--- config.mk ---
export PLATFORM = sky130hd
export DESIGN_NAME = vlu_top
export DESIGN_NICKNAME = d
export VERILOG_FILES = /design/src/rtl/vlu_pkg.sv /design/src/rtl/vlu_op_decode.sv /design/src/rtl/vlu_lane.sv /design/src/rtl/vlu_out_stage.sv /design/src/rtl/vlu_top.sv
export SDC_FILE = /design/constraint.sdc
export NUM_CORES = 1
export LEC_CHECK = 0
export BUFFER_PORTS_ARGS = -buffer_cell sky130_fd_sc_hd__clkbuf_2
export CORE_AREA = 2 2 254 256
export CTS_BUF_LIST = sky130_fd_sc_hd__clkbuf_4
export DETAILED_ROUTE_END_ITERATION = 8
export DIE_AREA = 0 0 256 258
export PLACE_DENSITY = 0.65
export SYNTH_ARGS = -nofsm -noshare
export SYNTH_HDL_FRONTEND = slang
export SYNTH_HIERARCHICAL = 1
export SYNTH_SLANG_ARGS = --single-unit
export TNS_END_PERCENT = 100
--- constraint.sdc ---
create_clock -name clk -period 1.9 [get_ports clk]
set_input_delay 0 -clock clk [delete_from_list [all_inputs] [get_ports clk]]
set_output_delay 0 -clock clk [all_outputs]
set_load 0.02 [all_outputs]
--- src/rtl/vlu_pkg.sv ---
package vlu_pkg;

  typedef enum logic [3:0] {
    OP_AND     = 4'd0,
    OP_BIC     = 4'd1,
    OP_BIC_IMM = 4'd2,
    OP_OR      = 4'd3,
    OP_OR_IMM  = 4'd4,
    OP_ORN     = 4'd5,
    OP_XOR     = 4'd6,
    OP_NOT     = 4'd7,
    OP_SEL     = 4'd8,
    OP_INS_T   = 4'd9,
    OP_INS_F   = 4'd10
  } vlu_op_e;

  typedef struct packed {
    logic    legal;
    vlu_op_e kind;
  } vlu_dec_t;

endpackage

--- src/rtl/vlu_op_decode.sv ---
module vlu_op_decode
  import vlu_pkg::*;
(
  input  logic [3:0] op_code,
  output vlu_dec_t   dec
);

  always_comb begin
    dec.kind  = vlu_op_e'(op_code);
    case (op_code)
      OP_AND, OP_BIC, OP_BIC_IMM, OP_OR, OP_OR_IMM, OP_ORN,
      OP_XOR, OP_NOT, OP_SEL, OP_INS_T, OP_INS_F: dec.legal = 1'b1;
      default:                                    dec.legal = 1'b0;
    endcase
  end

endmodule

--- src/rtl/vlu_lane.sv ---
module vlu_lane
  import vlu_pkg::*;
#(
  parameter int LANE_W = 32
) (
  input  vlu_dec_t          dec,
  input  logic              clear,
  input  logic [LANE_W-1:0] d,
  input  logic [LANE_W-1:0] a,
  input  logic [LANE_W-1:0] b,
  input  logic [LANE_W-1:0] imm,
  output logic [LANE_W-1:0] y
);

  logic [LANE_W-1:0] raw;

  always_comb begin
    raw = d;
    if (dec.legal) begin
      case (dec.kind)
        OP_AND:     raw = a & b;
        OP_BIC:     raw = a & ~b;
        OP_BIC_IMM: raw = d & ~imm;
        OP_OR:      raw = a | b;
        OP_OR_IMM:  raw = d | imm;
        OP_ORN:     raw = a | ~b;
        OP_XOR:     raw = a ^ b;
        OP_NOT:     raw = ~a;
        OP_SEL:     raw = ((a ^ b) & d) ^ b;
        OP_INS_T:   raw = d ^ ((d ^ a) & b);
        OP_INS_F:   raw = d ^ ((d ^ a) & ~b);
        default:    raw = d;
      endcase
    end
  end

  // clear only applies to legal codes; illegal codes pass d intact
  assign y = (clear && dec.legal) ? '0 : raw;

endmodule

--- src/rtl/vlu_out_stage.sv ---
module vlu_out_stage #(
  parameter int VEC_W = 128
) (
  input  logic             clk,
  input  logic             rst,
  input  logic             valid_in,
  input  logic [VEC_W-1:0] res_d,
  input  logic             illegal_d,
  output logic             valid_q,
  output logic [VEC_W-1:0] res_q,
  output logic             illegal_q
);

  always_ff @(posedge clk) begin
    if (rst) begin
      valid_q   <= 1'b0;
      res_q     <= '0;
      illegal_q <= 1'b0;
    end else begin
      valid_q <= valid_in;
      if (valid_in) begin
        res_q     <= res_d;
        illegal_q <= illegal_d;
      end
    end
  end

endmodule

--- src/rtl/vlu_top.sv ---
module vlu_top
  import vlu_pkg::*;
#(
  parameter int VEC_W  = 128,
  parameter int LANE_W = 32
) (
  input  logic             clk,
  input  logic             rst,
  input  logic             valid_in,
  input  logic [3:0]       op,
  input  logic             wide,
  input  logic [VEC_W-1:0] dst_in,
  input  logic [VEC_W-1:0] src_a,
  input  logic [VEC_W-1:0] src_b,
  input  logic [VEC_W-1:0] imm,
  output logic             valid_out,
  output logic [VEC_W-1:0] res_out,
  output logic             illegal_out
);

  localparam int NLANES     = VEC_W / LANE_W;
  localparam int HALF_LANES = NLANES / 2;

  vlu_dec_t          dec;
  logic [VEC_W-1:0]  res_comb;

  vlu_op_decode i_dec (
    .op_code (op),
    .dec     (dec)
  );

  for (genvar g = 0; g < NLANES; g++) begin : g_lane
    logic clr;
    if (g >= HALF_LANES) begin : g_hi
      assign clr = ~wide;
    end else begin : g_lo
      assign clr = 1'b0;
    end

    vlu_lane #(.LANE_W(LANE_W)) i_lane (
      .dec   (dec),
      .clear (clr),
      .d     (dst_in[g*LANE_W +: LANE_W]),
      .a     (src_a [g*LANE_W +: LANE_W]),
      .b     (src_b [g*LANE_W +: LANE_W]),
      .imm   (imm   [g*LANE_W +: LANE_W]),
      .y     (res_comb[g*LANE_W +: LANE_W])
    );
  end

  vlu_out_stage #(.VEC_W(VEC_W)) i_out (
    .clk       (clk),
    .rst       (rst),
    .valid_in  (valid_in),
    .res_d     (res_comb),
    .illegal_d (~dec.legal),
    .valid_q   (valid_out),
    .res_q     (res_out),
    .illegal_q (illegal_out)
  );

endmodule

# --- Word-level counts from Yosys, hierarchy flattened ---
# Memories as Yosys holds them, arrays and structs flattened.
# Index checks and enable logic that the tools add are counted.
word_totals:
  reg_bits: 130
  rom_bits: 16
  output_inout_bits: 130
  wordCells: 96
  mem_count: 1
op_classes:
  eq_ne: 10
  n_mux: 10
  n_bitwise: 70
  n_reduce_logical: 2
memory_table:
  columns: ["memory", "depth", "word_bits", "rd", "rd_ports_with_merged_regs", "wr", "line", "text"]
  rows:
  - ["(name not given)", 16, 1, 1, 0, 0, "vlu_op_decode.sv:10", "case (op_code)"]
ops:
  columns: ["operator", "n"]
  rows:
  - ["32-bit one-hot mux with 11 select lines", 4]
  - ["32-bit AND", 24]
  - ["32-bit XOR", 20]
  - ["32-bit NOT", 12]
  - ["32-bit bitwise OR", 12]
  - ["32-bit 2-to-1 mux", 6]
  - ["4-bit by 3-bit == test with 1-bit output (second input constant)", 4]
  - ["4-bit == test (second input constant)", 3]
  - ["4-bit by 2-bit == test with 1-bit output (second input constant)", 2]
  - ["4-bit by 1-bit == test with 1-bit output (second input constant)", 1]
  - ["4-bit logical NOT", 1]
  - ["1-bit NOT", 2]
  - ["1-bit logical AND", 1]

# --- Logic depth before layout (Yosys ltp) ---
# Gate-level depths: netlist of the first run.
depth:
  depth_word: 6
  mapped_depth: 12

# --- By module ---
# The synthesis of the first run kept the hierarchy.
by_module_without_submodules:
  columns: ["mod", "n_inst", "cells_per_inst", "area_each_um2"]
  rows:
  - ["vlu_lane", 4, 765, 4956.0]
  - ["vlu_out_stage", 1, 418, 4683.2]
  - ["vlu_op_decode", 1, 6, 41.3]
  - ["vlu_top", 1, 3, 11.3]

# --- Worst setup path before layout of the first run ---
# No wires, ideal clock.
synth_timing:
  path_type: "input-to-reg"
  start: "in op[2]"
  end: "reg i_out.res_q[33]"
  setup_ns: 0.128
  arrival_ns: 1.579
  path_slack_ns: 0.193
  cell_stages: 10
  path_cell_list: "buf_4 > buf_6 > buf_4 > a21oi_2 > o21ai_2 > nor4_1 > nand4_1 > a31o_2 > mux2i_1 > nor2_1"
synth_between:
  elab_chain_cells: 3
  elab_cells_between_ends: 14
  classes_between: "eq/ne (10); mux (2); reduce/logical (1); memory (1)"
synth_lines:
  columns: ["element", "line", "text"]
  rows:
  - ["from (decl)", "vlu_top.sv:10", "input logic [3:0] op,"]
  - ["4-bit == test (tied with other cells)", "vlu_lane.sv:20", "case (dec.kind)"]
  - ["32-bit one-hot mux with 11 select lines", "vlu_lane.sv:20", null]
  - ["32-bit 2-to-1 mux (*)", "vlu_lane.sv:19", "if (dec.legal) begin"]
  - ["via res_comb[33]", "vlu_top.sv:25", "logic [VEC_W-1:0] res_comb;"]
  - ["to (signal assigned)", "vlu_out_stage.sv:22", "res_q <= res_d;"]
  - ["to (decl)", "vlu_out_stage.sv:10", "output logic [VEC_W-1:0] res_q,"]
# The timed path passes the listed nets; every way through them passes the cells marked *.
# A chain may end at the register's enable or synchronous reset.

# --- Worst setup path after layout of the first run ---
layout_timing:
  start: "in op[3]"
  end: "reg i_out.res_q[44]"
# The elaborated chain is that of the path after synthesis.

==> results_tabular.tex, run 1 <==
\begin{tabular}{lr}
\hline
Metric & Value \\
\hline
\multicolumn{2}{l}{\textbf{Timing}} \\
\quad Setup Viol. Count Final & 0 \\
\quad Crit share post-route & 97.7\% \\
\quad Post-route minimum period & 1.86 ns \\
\quad Final Hold Vio Count & 0 \\
\quad Final-layout worst hold slack & 0.0433 ns \\
\quad Max-Slew Margin vs Limit & -0.586\% \\
\quad Setup repair after global routing missed its margin & no \\
\quad Peak Freq & 539 MHz \\
\quad Max-slew violation total from the final report & 34 \\
\quad Final setup skew & 0 ns \\
\quad Measured slew at the worst slew-check pin & 1.51 ns \\
\multicolumn{2}{l}{\textbf{Min path}} \\
\quad Cell depth of the worst hold path & 6 \\
\quad Endpoint, Worst Hold & i\_out/res\_q[61]\$\_SDFFE\_PP0P\_ \\
\quad Classification of the worst-slack hold path & in2reg \\
\quad Worst Hold Launch & src\_a[61] \\
\multicolumn{2}{l}{\textbf{Logic synthesis}} \\
\quad Top cell type by total area after synthesis & sky130\_fd\_sc\_hd\_\_mux2i\_1 \\
\quad Top-area cell type share of the netlist area & 11.6\% \\
\quad Most instantiated cells after synthesis & sky130\_fd\_sc\_hd\_\_nor2\_1 (501), sky130\_fd\_sc\_hd\_\_mux2i\_1 (285), sky130\_fd\_sc\_hd\_\_o21ai\_0 (212), sky130\_fd\_sc\_hd\_\_o22ai\_1 (188), sky130\_fd\_sc\_hd\_\_nand2\_1 (169) \\
\quad Post-synth top flop & sky130\_fd\_sc\_hd\_\_dfxtp\_1 \\
\quad Number of flops mapped to enable cells by yosys & 0 \\
\quad Leading cell type by number of instances after synthesis & sky130\_fd\_sc\_hd\_\_nor2\_1 \\
\quad Flip-flop and latch count after synthesis & 130 \\
\quad Fraction of registers with async set/reset & 0\% \\
\quad Count of yosys warnings during synthesis & 6 \\
\quad Post-Synthesis Cells & 3487 \\
\quad Avg Synthesized Cell Area & 7.04 µm² \\
\quad Leading cell types by total area after synthesis & sky130\_fd\_sc\_hd\_\_mux2i\_1 (12\%), sky130\_fd\_sc\_hd\_\_dfxtp\_1 (11\%), sky130\_fd\_sc\_hd\_\_nor2\_1 (7.7\%), sky130\_fd\_sc\_hd\_\_o22ai\_1 (4.8\%), sky130\_fd\_sc\_hd\_\_o21ai\_0 (4.3\%) \\
\quad Fraction of the yosys area taken by sequential cells & 10.6\% \\
\quad Post-synth cell types & 74 \\
\quad Post-Syn Area & 24600 µm² \\
\multicolumn{2}{l}{\textbf{Floorplan}} \\
\quad Initial Utilization & 38.6\% \\
\quad Chip height & 258 µm \\
\quad Boundary Pins & 650 \\
\quad Die area & 66000 µm² \\
\quad Area of the placeable core & 63600 µm² \\
\quad Row cnt & 93 \\
\quad Chip width & 256 µm \\
\multicolumn{2}{l}{\textbf{Setup path}} \\
\quad Crit. End Element & register \\
\quad Kind of cell with the highest combined delay on the critical path & buffers and inverters \\
\quad Cell repeated most along the worst path & sky130\_fd\_sc\_hd\_\_buf\_4 \\
\quad Critical Path Source Type & primary input \\
\quad Worst flop-to-flop path startpoint & i\_out/res\_q[8]\$\_SDFFE\_PP0P\_ \\
\quad Worst R2R Path Depth & 3 \\
\quad Reg-to-reg critical path endpoint & i\_out/res\_q[8]\$\_SDFFE\_PP0P\_ \\
\quad Crit path required time & 2.57 ns \\
\quad Max incr delay on CP & 0.56 ns \\
\quad Maximum fanout along the worst path & 16 \\
\quad Critical path buffer and inverter count & 7 \\
\quad Ordered list of cells on the worst path & buf\_4 -> buf\_12 -> buf\_12 -> nor3\_2 -> buf\_4 -> buf\_4 -> buf\_4 -> nand3\_1 -> dlygate4sd3\_1 -> o221ai\_1 -> a2111oi\_1 -> o21ai\_0 -> mux2i\_1 -> nor2\_1 \\
\quad Worst Setup Path Type & in2reg \\
\quad Slowest stage cell, crit path & sky130\_fd\_sc\_hd\_\_dlygate4sd3\_1 \\
\quad R2r setup slk & 0.73 ns \\
\quad Critical path data arrival time & 2.53 ns \\
\multicolumn{2}{l}{\textbf{Drt}} \\
\quad Drt first-iter violations & 3960 \\
\quad Residual antenna-violating net count after detailed routing & 0 \\
\quad Overall via count from detail\_route & 33751 \\
\quad Routed vias/inst & 6.27 \\
\quad WL/cell & 21.6 µm \\
\quad Number of remaining DRC errors & 0 \\
\quad Routed Wire Length & 116000 µm \\
\quad Number of iterations in the first detailed-routing pass & 7 \\
\multicolumn{2}{l}{\textbf{Layout}} \\
\quad Final standard cell count with taps included and fillers excluded & 5380 \\
\quad Syn-to-layout area delta & 42.0\% \\
\quad Fraction of final layout cells sized beyond drive strength 1 & 27.2\% \\
\quad Number of nets in the finished design & 5009 \\
\quad \# fillers & 5982 \\
\multicolumn{2}{l}{\textbf{Placement}} \\
\quad Placed Cells incl. Taps & 4921 \\
\quad Number of I/O port buffers & 649 \\
\quad Post-DP HPWL & 81500 µm \\
\quad RD Place Congestion & 0.952 \\
\multicolumn{2}{l}{\textbf{Clocking}} \\
\quad Bufs on Longest Clock Path & 2 \\
\quad Clock-pin slew of the registers on the worst-case setup and hold paths & 0.16 ns \\
\quad Depth of the CTS H-tree & 4 \\
\quad Number of clock sinks & 130 \\
\quad Insertion delay to the later sink of the worst-skew pair & 0.74 ns \\
\quad Buffer cell driving the clock tree root & sky130\_fd\_sc\_hd\_\_clkbuf\_4 \\
\quad CTS tree & yes \\
\quad CTS Buf Count & 17 \\
\multicolumn{2}{l}{\textbf{Power and ir drop}} \\
\quad Fraction of power consumed by the clock network & 17.5\% \\
\quad Net switching share of the total power & 44.9\% \\
\quad Sequential Power Share & 22.4\% \\
\quad Max IR drop VDD & 0.398 mV \\
\quad Lkg Pwr & 14.3 nW \\
\quad Design internal power & 7.51 mW \\
\quad P per Cell Area & 391 nW/µm² \\
\quad Net switching power & 6.12 mW \\
\quad Share of total power in combinational logic & 60.0\% \\
\multicolumn{2}{l}{\textbf{Outcome}} \\
\quad Outcome & finished with violations \\
\quad Violations in the final reports & slew limit \\
\multicolumn{2}{l}{\textbf{Global route}} \\
\quad GR Overflow Total & 0 \\
\quad Total global-route track usage & 33.3\% \\
\quad Pin count of the biggest net entering global routing & 68 \\
\quad Initial antenna violation count & 24 \\
\quad Number of global-route vias before repair & 31149 \\
\quad First-pass GRT wire length & 178000 µm \\
\multicolumn{2}{l}{\textbf{Job}} \\
\quad Maxcap violations & 0 \\
\hline
\end{tabular}
## metrics by stage
step / setup WS, ns / util (%) / area (µm²) / TNS, ns / total power, mW
after global routing: 0.00621 / 54.8 / 34900 / 0 / 14.3
after detailed placement: -0.225 / 47.5 / 30200 / -5.19 / 10.1
after CTS: 0.0212 / 54.3 / 34500 / 0 / 13.4
after global placement: -0.121 / 47.5 / 30200 / -3.36 / 10.1
after floorplan: 0.193 / - / 24600 / 0 / 7.37
final: 0.0446 / 54.8 / 34900 / 0 / 13.6
## sequential cells by signal (all words and copies together) (netlist names)
name	cells
i_out/illegal_q	1
i_out/res_q	128
i_out/valid_q	1
## cell families after synthesis
logic type | share of synthesized area (%)
buf+inv | 9.71
mux | 13.3
other cells | 0.0153
flops | 10.6
simple gates | 23.7
compound gates | 35.5
xor+xnor | 7.25
## final cells by class
cell class | instances | area, µm² | share of cell area, %
sequential | 130 | 2600 | 7.46
multi-input combinational | 2885 | 19700 | 56.6
antenna | 23 | 57.6 | 0.165
tap | 855 | 1070 | 3.07
timing repair buffer | 1409 | 10900 | 31.4
inverter | 46 | 176 | 0.506
clock buffer | 17 | 128 | 0.366
clock inverter | 15 | 158 | 0.452
## layer usage
metal	up-vias	part of all wire [%]	global-route usage [%]
met5	-	0.064	0
met4	12	4.9	17.4
met3	397	10	8.29
met2	2148	45	52.7
met1	15853	40	41.6
li1	15341	-	-
## layout by cell type (no fill, tap or decap), types with 17 or more instances in the layout
cell                            Yosys  routed
sky130_fd_sc_hd__xnor2_1          104     102
sky130_fd_sc_hd__nor3b_1           28      28
sky130_fd_sc_hd__nand2b_1          44      43
sky130_fd_sc_hd__buf_12            10      72
sky130_fd_sc_hd__a2111oi_0        104      92
sky130_fd_sc_hd__xor2_1            92      92
sky130_fd_sc_hd__dlygate4sd3_1      0     391
sky130_fd_sc_hd__clkbuf_2           0     635
sky130_fd_sc_hd__diode_2            0      23
sky130_fd_sc_hd__a22o_1            40      40
sky130_fd_sc_hd__nor4b_1           36      36
sky130_fd_sc_hd__a31oi_1           20      20
sky130_fd_sc_hd__nand4_1           40      40
sky130_fd_sc_hd__nand2_1          169     168
sky130_fd_sc_hd__o221a_2           56      56
sky130_fd_sc_hd__o2111ai_1         28      28
sky130_fd_sc_hd__o21ai_0          212     209
sky130_fd_sc_hd__nor2_1           501     501
sky130_fd_sc_hd__mux2_2            36      36
sky130_fd_sc_hd__nand3_1           68      68
sky130_fd_sc_hd__o211ai_1          24      24
sky130_fd_sc_hd__buf_4             52     297
sky130_fd_sc_hd__o221ai_1          84      84
sky130_fd_sc_hd__o22ai_1          188     188
sky130_fd_sc_hd__nor3_1            76      74
sky130_fd_sc_hd__mux2i_1          285     285
sky130_fd_sc_hd__a32oi_1           68      68
sky130_fd_sc_hd__a311o_1           24      24
sky130_fd_sc_hd__a21oi_1          120     120
sky130_fd_sc_hd__inv_1             46      45
sky130_fd_sc_hd__a31o_2            20      20
sky130_fd_sc_hd__clkbuf_4           0      17
sky130_fd_sc_hd__dfxtp_1          130     130
sky130_fd_sc_hd__nor2b_1          137     135
sky130_fd_sc_hd__o32ai_1           36      36
## power groups by stage
stage	combinational [mW]	clock [mW]	sequential [mW]
floorplan	4.05	0	3.33
global placement	6.95	0	3.11
detailed placement	7.02	0	3.11
CTS	7.85	2.47	3.05
global route	8.74	2.53	3.08
finish	8.18	2.39	3.06
## repair_timing
action | 4_1_cts | 5_1_grt
hold endpoints to repair | 130 | 0
hold buffers | 402 | 0
endpoints found under the setup margin | 0 | 31
resized for setup | 0 | 62
buffers inserted | 0 | 14
## worst max path at each step
| stage | slack [ns] | endpoint | from | cells after the start |
|---|---|---|---|---|
| floorplan | 0.19 | i_out/res_q[33]$_SDFFE_PP0P_ | op[2] | 10 |
| global placement | -0.12 | i_out/res_q[60]$_SDFFE_PP0P_ | op[1] | 11 |
| detailed placement | -0.23 | i_out/res_q[47]$_SDFFE_PP0P_ | op[2] | 9 |
| CTS | 0.02 | i_out/res_q[121]$_SDFFE_PP0P_ | op[2] | 12 |
| global route | 0.006 | i_out/res_q[121]$_SDFFE_PP0P_ | op[3] | 13 |
| finish | 0.04 | i_out/res_q[44]$_SDFFE_PP0P_ | op[3] | 14 |
## worst min-delay path, stage by stage
cell                        delay (ns)
sky130_fd_sc_hd__clkbuf_2         0.16
sky130_fd_sc_hd__o221ai_1         0.19
sky130_fd_sc_hd__a2111oi_0        0.07
sky130_fd_sc_hd__o21ai_0          0.22
sky130_fd_sc_hd__mux2i_1          0.08
sky130_fd_sc_hd__nor2_1           0.07
Power figures use the tool's default switching activity.
==> run 2: changes to the inputs <==
Settings changed: CTS_BUF_LIST sky130_fd_sc_hd__clkbuf_4 to default.
==> run 2 against run 1 <==
  * The run now ends clean
  * Core utilization fell by 4.6 points
  * Highest routed layer unchanged
  * Via count fell by 6.2%
  * Clock-buffer cell count rose by 2
  * Power rose by 4.4%
  * Design area fell by 8.5%
  * Sequential share of layout area rose by 0.69 points
  * Die area did not move
  * Routed wire length fell by 3.9%
  * First-iteration DRC count fell by 15%
  * Largest power group unchanged
  * Setup slack got worse by 0.0062 ns
  * Critical endpoint is now i_out/res_q[112]$_SDFFE_PP0P_
  * Fmax fell by 0.33%
==> results_tabular.tex, run 2 (synthesis results as in run 1) <==
\begin{tabular}{lr}
\hline
Metric & Value \\
\hline
\multicolumn{2}{l}{\textbf{Layout}} \\
\quad Number of nets in the finished design & 4694 (-6.3\%) \\
\quad Fraction of final layout cells sized beyond drive strength 1 & 29.1\% (+1.9 points) \\
\quad Flip-flop count of the largest register, all copies and words added & 128 (unchanged) \\
\quad Commonest non-fill, non-tap cell in the layout & sky130\_fd\_sc\_hd\_\_clkbuf\_2 \\
\quad Registers with the most flip-flops & i\_out/res\_q (128), i\_out/illegal\_q (1), i\_out/valid\_q (1) \\
\quad Final standard cell count with taps included and fillers excluded & 5062 (-5.9\%) \\
\quad Highest-count cells in the layout ignoring fill and taps & sky130\_fd\_sc\_hd\_\_clkbuf\_2 (643), sky130\_fd\_sc\_hd\_\_nor2\_1 (500), sky130\_fd\_sc\_hd\_\_buf\_4 (291), sky130\_fd\_sc\_hd\_\_mux2i\_1 (285), sky130\_fd\_sc\_hd\_\_o21ai\_0 (211) \\
\quad \# fillers & 6280 (+5.0\%) \\
\quad Largest reg by FF count & i\_out/res\_q \\
\quad Post-layout util & 50.1\% (-4.6 points) \\
\quad Syn-to-layout area delta & 30.0\% \\
\multicolumn{2}{l}{\textbf{Setup path}} \\
\quad Critical Path Source Type & primary input \\
\quad Crit path required time & 2.29 ns (-0.28 ns) \\
\quad Critical path data arrival time & 2.25 ns (-0.28 ns) \\
\quad Maximum fanout along the worst path & 20 (+4) \\
\quad Worst Setup Path Type & in2reg \\
\quad Crit. End Element & register \\
\multicolumn{2}{l}{\textbf{Timing}} \\
\quad Final setup skew & 0 ns (unchanged) \\
\quad Sum Neg Setup Slack & 0 ns (unchanged) \\
\quad Measured slew at the worst slew-check pin & 1.44 ns (-0.0630 ns) \\
\quad Final-layout worst hold slack & 0.0408 ns (-0.00253 ns) \\
\quad Post-route minimum period & 1.86 ns (+0.00617 ns) \\
\quad Final Hold Vio Count & 0 (unchanged) \\
\quad Peak Freq & 537 MHz (-0.33\%) \\
\quad Setup repair after global routing missed its margin & yes \\
\quad Max-slew violation total from the final report & 0 (-100\%) \\
\quad Crit share post-route & 98.0\% (+0.32 points) \\
\quad Max-Slew Margin vs Limit & 3.62\% (+4.2 points) \\
\quad Setup Viol. Count Final & 0 (unchanged) \\
\multicolumn{2}{l}{\textbf{Job}} \\
\quad Maxcap violations & 0 (unchanged) \\
\multicolumn{2}{l}{\textbf{Global route}} \\
\quad First-pass GRT wire length & 168000 µm (-5.2\%) \\
\quad Top Usage Layer GRT & met2 \\
\quad Total global-route track usage & 31.7\% (-1.5 points) \\
\quad Global routing met1 resource utilization & 40.3\% (-1.3 points) \\
\quad Number of global-route vias before repair & 28687 (-7.9\%) \\
\quad Met2 track demand over resource in global routing & 50.0\% (-2.7 points) \\
\quad Initial antenna violation count & 29 (+21\%) \\
\quad M3 GR Usage & 8.24\% (-0.059 points) \\
\quad GR Overflow Total & 0 (unchanged) \\
\quad Pin count of the biggest net entering global routing & 68 (unchanged) \\
\multicolumn{2}{l}{\textbf{Placement}} \\
\quad Placed Cells incl. Taps & 4921 (unchanged) \\
\quad Number of I/O port buffers & 649 (unchanged) \\
\quad RD Place Congestion & 0.952 (unchanged) \\
\quad Post-DP HPWL & 81500 µm (unchanged) \\
\multicolumn{2}{l}{\textbf{Clocking}} \\
\quad Depth of the CTS H-tree & 4 (unchanged) \\
\quad CTS tree & yes \\
\quad CTS Buf Count & 17 (unchanged) \\
\quad Insertion delay to the later sink of the worst-skew pair & 0.48 ns (-0.26 ns) \\
\quad Number of clock sinks & 130 (unchanged) \\
\quad Clock-pin slew of the registers on the worst-case setup and hold paths & 0.08 ns (-0.08 ns) \\
\quad Buffer cell driving the clock tree root & sky130\_fd\_sc\_hd\_\_clkbuf\_16 \\
\quad Bufs on Longest Clock Path & 2 (unchanged) \\
\multicolumn{2}{l}{\textbf{Floorplan}} \\
\quad Chip height & 258 µm (unchanged) \\
\quad Die area & 66000 µm² (unchanged) \\
\quad Area of the placeable core & 63600 µm² (unchanged) \\
\quad Chip width & 256 µm (unchanged) \\
\quad Row cnt & 93 (unchanged) \\
\quad Initial Utilization & 38.6\% (unchanged) \\
\quad Boundary Pins & 650 (unchanged) \\
\multicolumn{2}{l}{\textbf{Min path}} \\
\quad Classification of the worst-slack hold path & in2reg \\
\multicolumn{2}{l}{\textbf{Drt}} \\
\quad Routed vias/inst & 6.26 (-0.27\%) \\
\quad Overall via count from detail\_route & 31670 (-6.2\%) \\
\quad WL/cell & 22.0 µm (+2.2\%) \\
\quad Number of remaining DRC errors & 0 (unchanged) \\
\quad Drt first-iter violations & 3382 (-15\%) \\
\quad Routed Wire Length & 112000 µm (-3.9\%) \\
\quad Number of iterations in the first detailed-routing pass & 5 (-2) \\
\quad Residual antenna-violating net count after detailed routing & 0 (unchanged) \\
\multicolumn{2}{l}{\textbf{Power and ir drop}} \\
\quad Lkg Pwr & 13.2 nW (-7.8\%) \\
\quad P per Cell Area & 446 nW/µm² (+14\%) \\
\quad Max IR drop VDD & 0.583 mV (+47\%) \\
\multicolumn{2}{l}{\textbf{Outcome}} \\
\quad Outcome & finished, final reports clean \\
\hline
\end{tabular}
run 2: cell count changes in the layout (fill, tap and decap cells not counted), sizes merged:
cell	delta
clkinv	-2
diode	-3
dlymetal6s4s	-6
clkbuf	+13
buf	-9
dlygate4sd3	-311
run 2: layout make-up:
class,instances,area [µm²],area share (%)
multi-input combinational,2885,19600,61.5
tap,855,1070,3.35
antenna,20,50.0,0.157
inverter,46,176,0.553
timing repair buffer,1094,7780,24.4
clock buffer,19,453,1.42
clock inverter,13,150,0.470
sequential,130,2600,8.15
run 2: critical path, stage by stage:
cell and delay (ns):
sky130_fd_sc_hd__buf_12 0.17, sky130_fd_sc_hd__buf_12 0.17, sky130_fd_sc_hd__buf_16 0.16, sky130_fd_sc_hd__clkinvlp_4 0.16
sky130_fd_sc_hd__buf_12 0.17, sky130_fd_sc_hd__nand4_1 0.06, sky130_fd_sc_hd__o21ai_0 0.08, sky130_fd_sc_hd__a311oi_1 0.29
sky130_fd_sc_hd__a31oi_2 0.16, sky130_fd_sc_hd__mux2i_1 0.15, sky130_fd_sc_hd__nor2_1 0.06, sky130_fd_sc_hd__dlygate4sd3_1 0.58
run 2: report_power, final:
| group | total [mW] | switching, mW | internal, mW |
|---|---|---|---|
| Combinational | 7.43 | 4.19 | 3.24 |
| Clock | 3.76 | 1.73 | 2.02 |
| Sequential | 3.05 | 0.127 | 2.93 |
run 2: metal layers:
layer	routed length (µm)	part of all wire [%]
met1	45400	41
met2	50000	45
met3	11300	10
met4	4740	4.2
met5	161	0.14
run 2: final timing paths:
kind,from,slack (ns),endpoint,cells past startpoint
setup / recovery,op[1],0.04,i_out/res_q[112]$_SDFFE_PP0P_,12
hold / removal,dst_in[2],0.04,i_out/res_q[2]$_SDFFE_PP0P_,4
hold reg to reg,i_out/res_q[86]$_SDFFE_PP0P_,0.50,i_out/res_q[86]$_SDFFE_PP0P_,2
setup reg to reg,i_out/res_q[127]$_SDFFE_PP0P_,0.62,i_out/res_q[127]$_SDFFE_PP0P_,3
run 2: repair_timing:
| item | 4_1_cts | 5_1_grt |
|---|---|---|
| endpoints found under the hold margin | 83 | 0 |
| setup endpoints to repair | 0 | 7 |
| hold buffers | 80 | 0 |
| buffers inserted | 0 | 7 |
| resized for setup | 0 | 25 |
run 2: through the flow:
| stage | setup slack [ns] | power, mW | cell area (µm²) |
|---|---|---|---|
| after floorplan | 0.193 | 7.37 | 24600 |
| after global placement | -0.121 | 10.1 | 30200 |
| after detailed placement | -0.225 | 10.1 | 30200 |
| after CTS | 0.0124 | 14.1 | 31600 |
| after global routing | -0.0119 | 15.0 | 31900 |
| final | 0.0384 | 14.2 | 31900 |
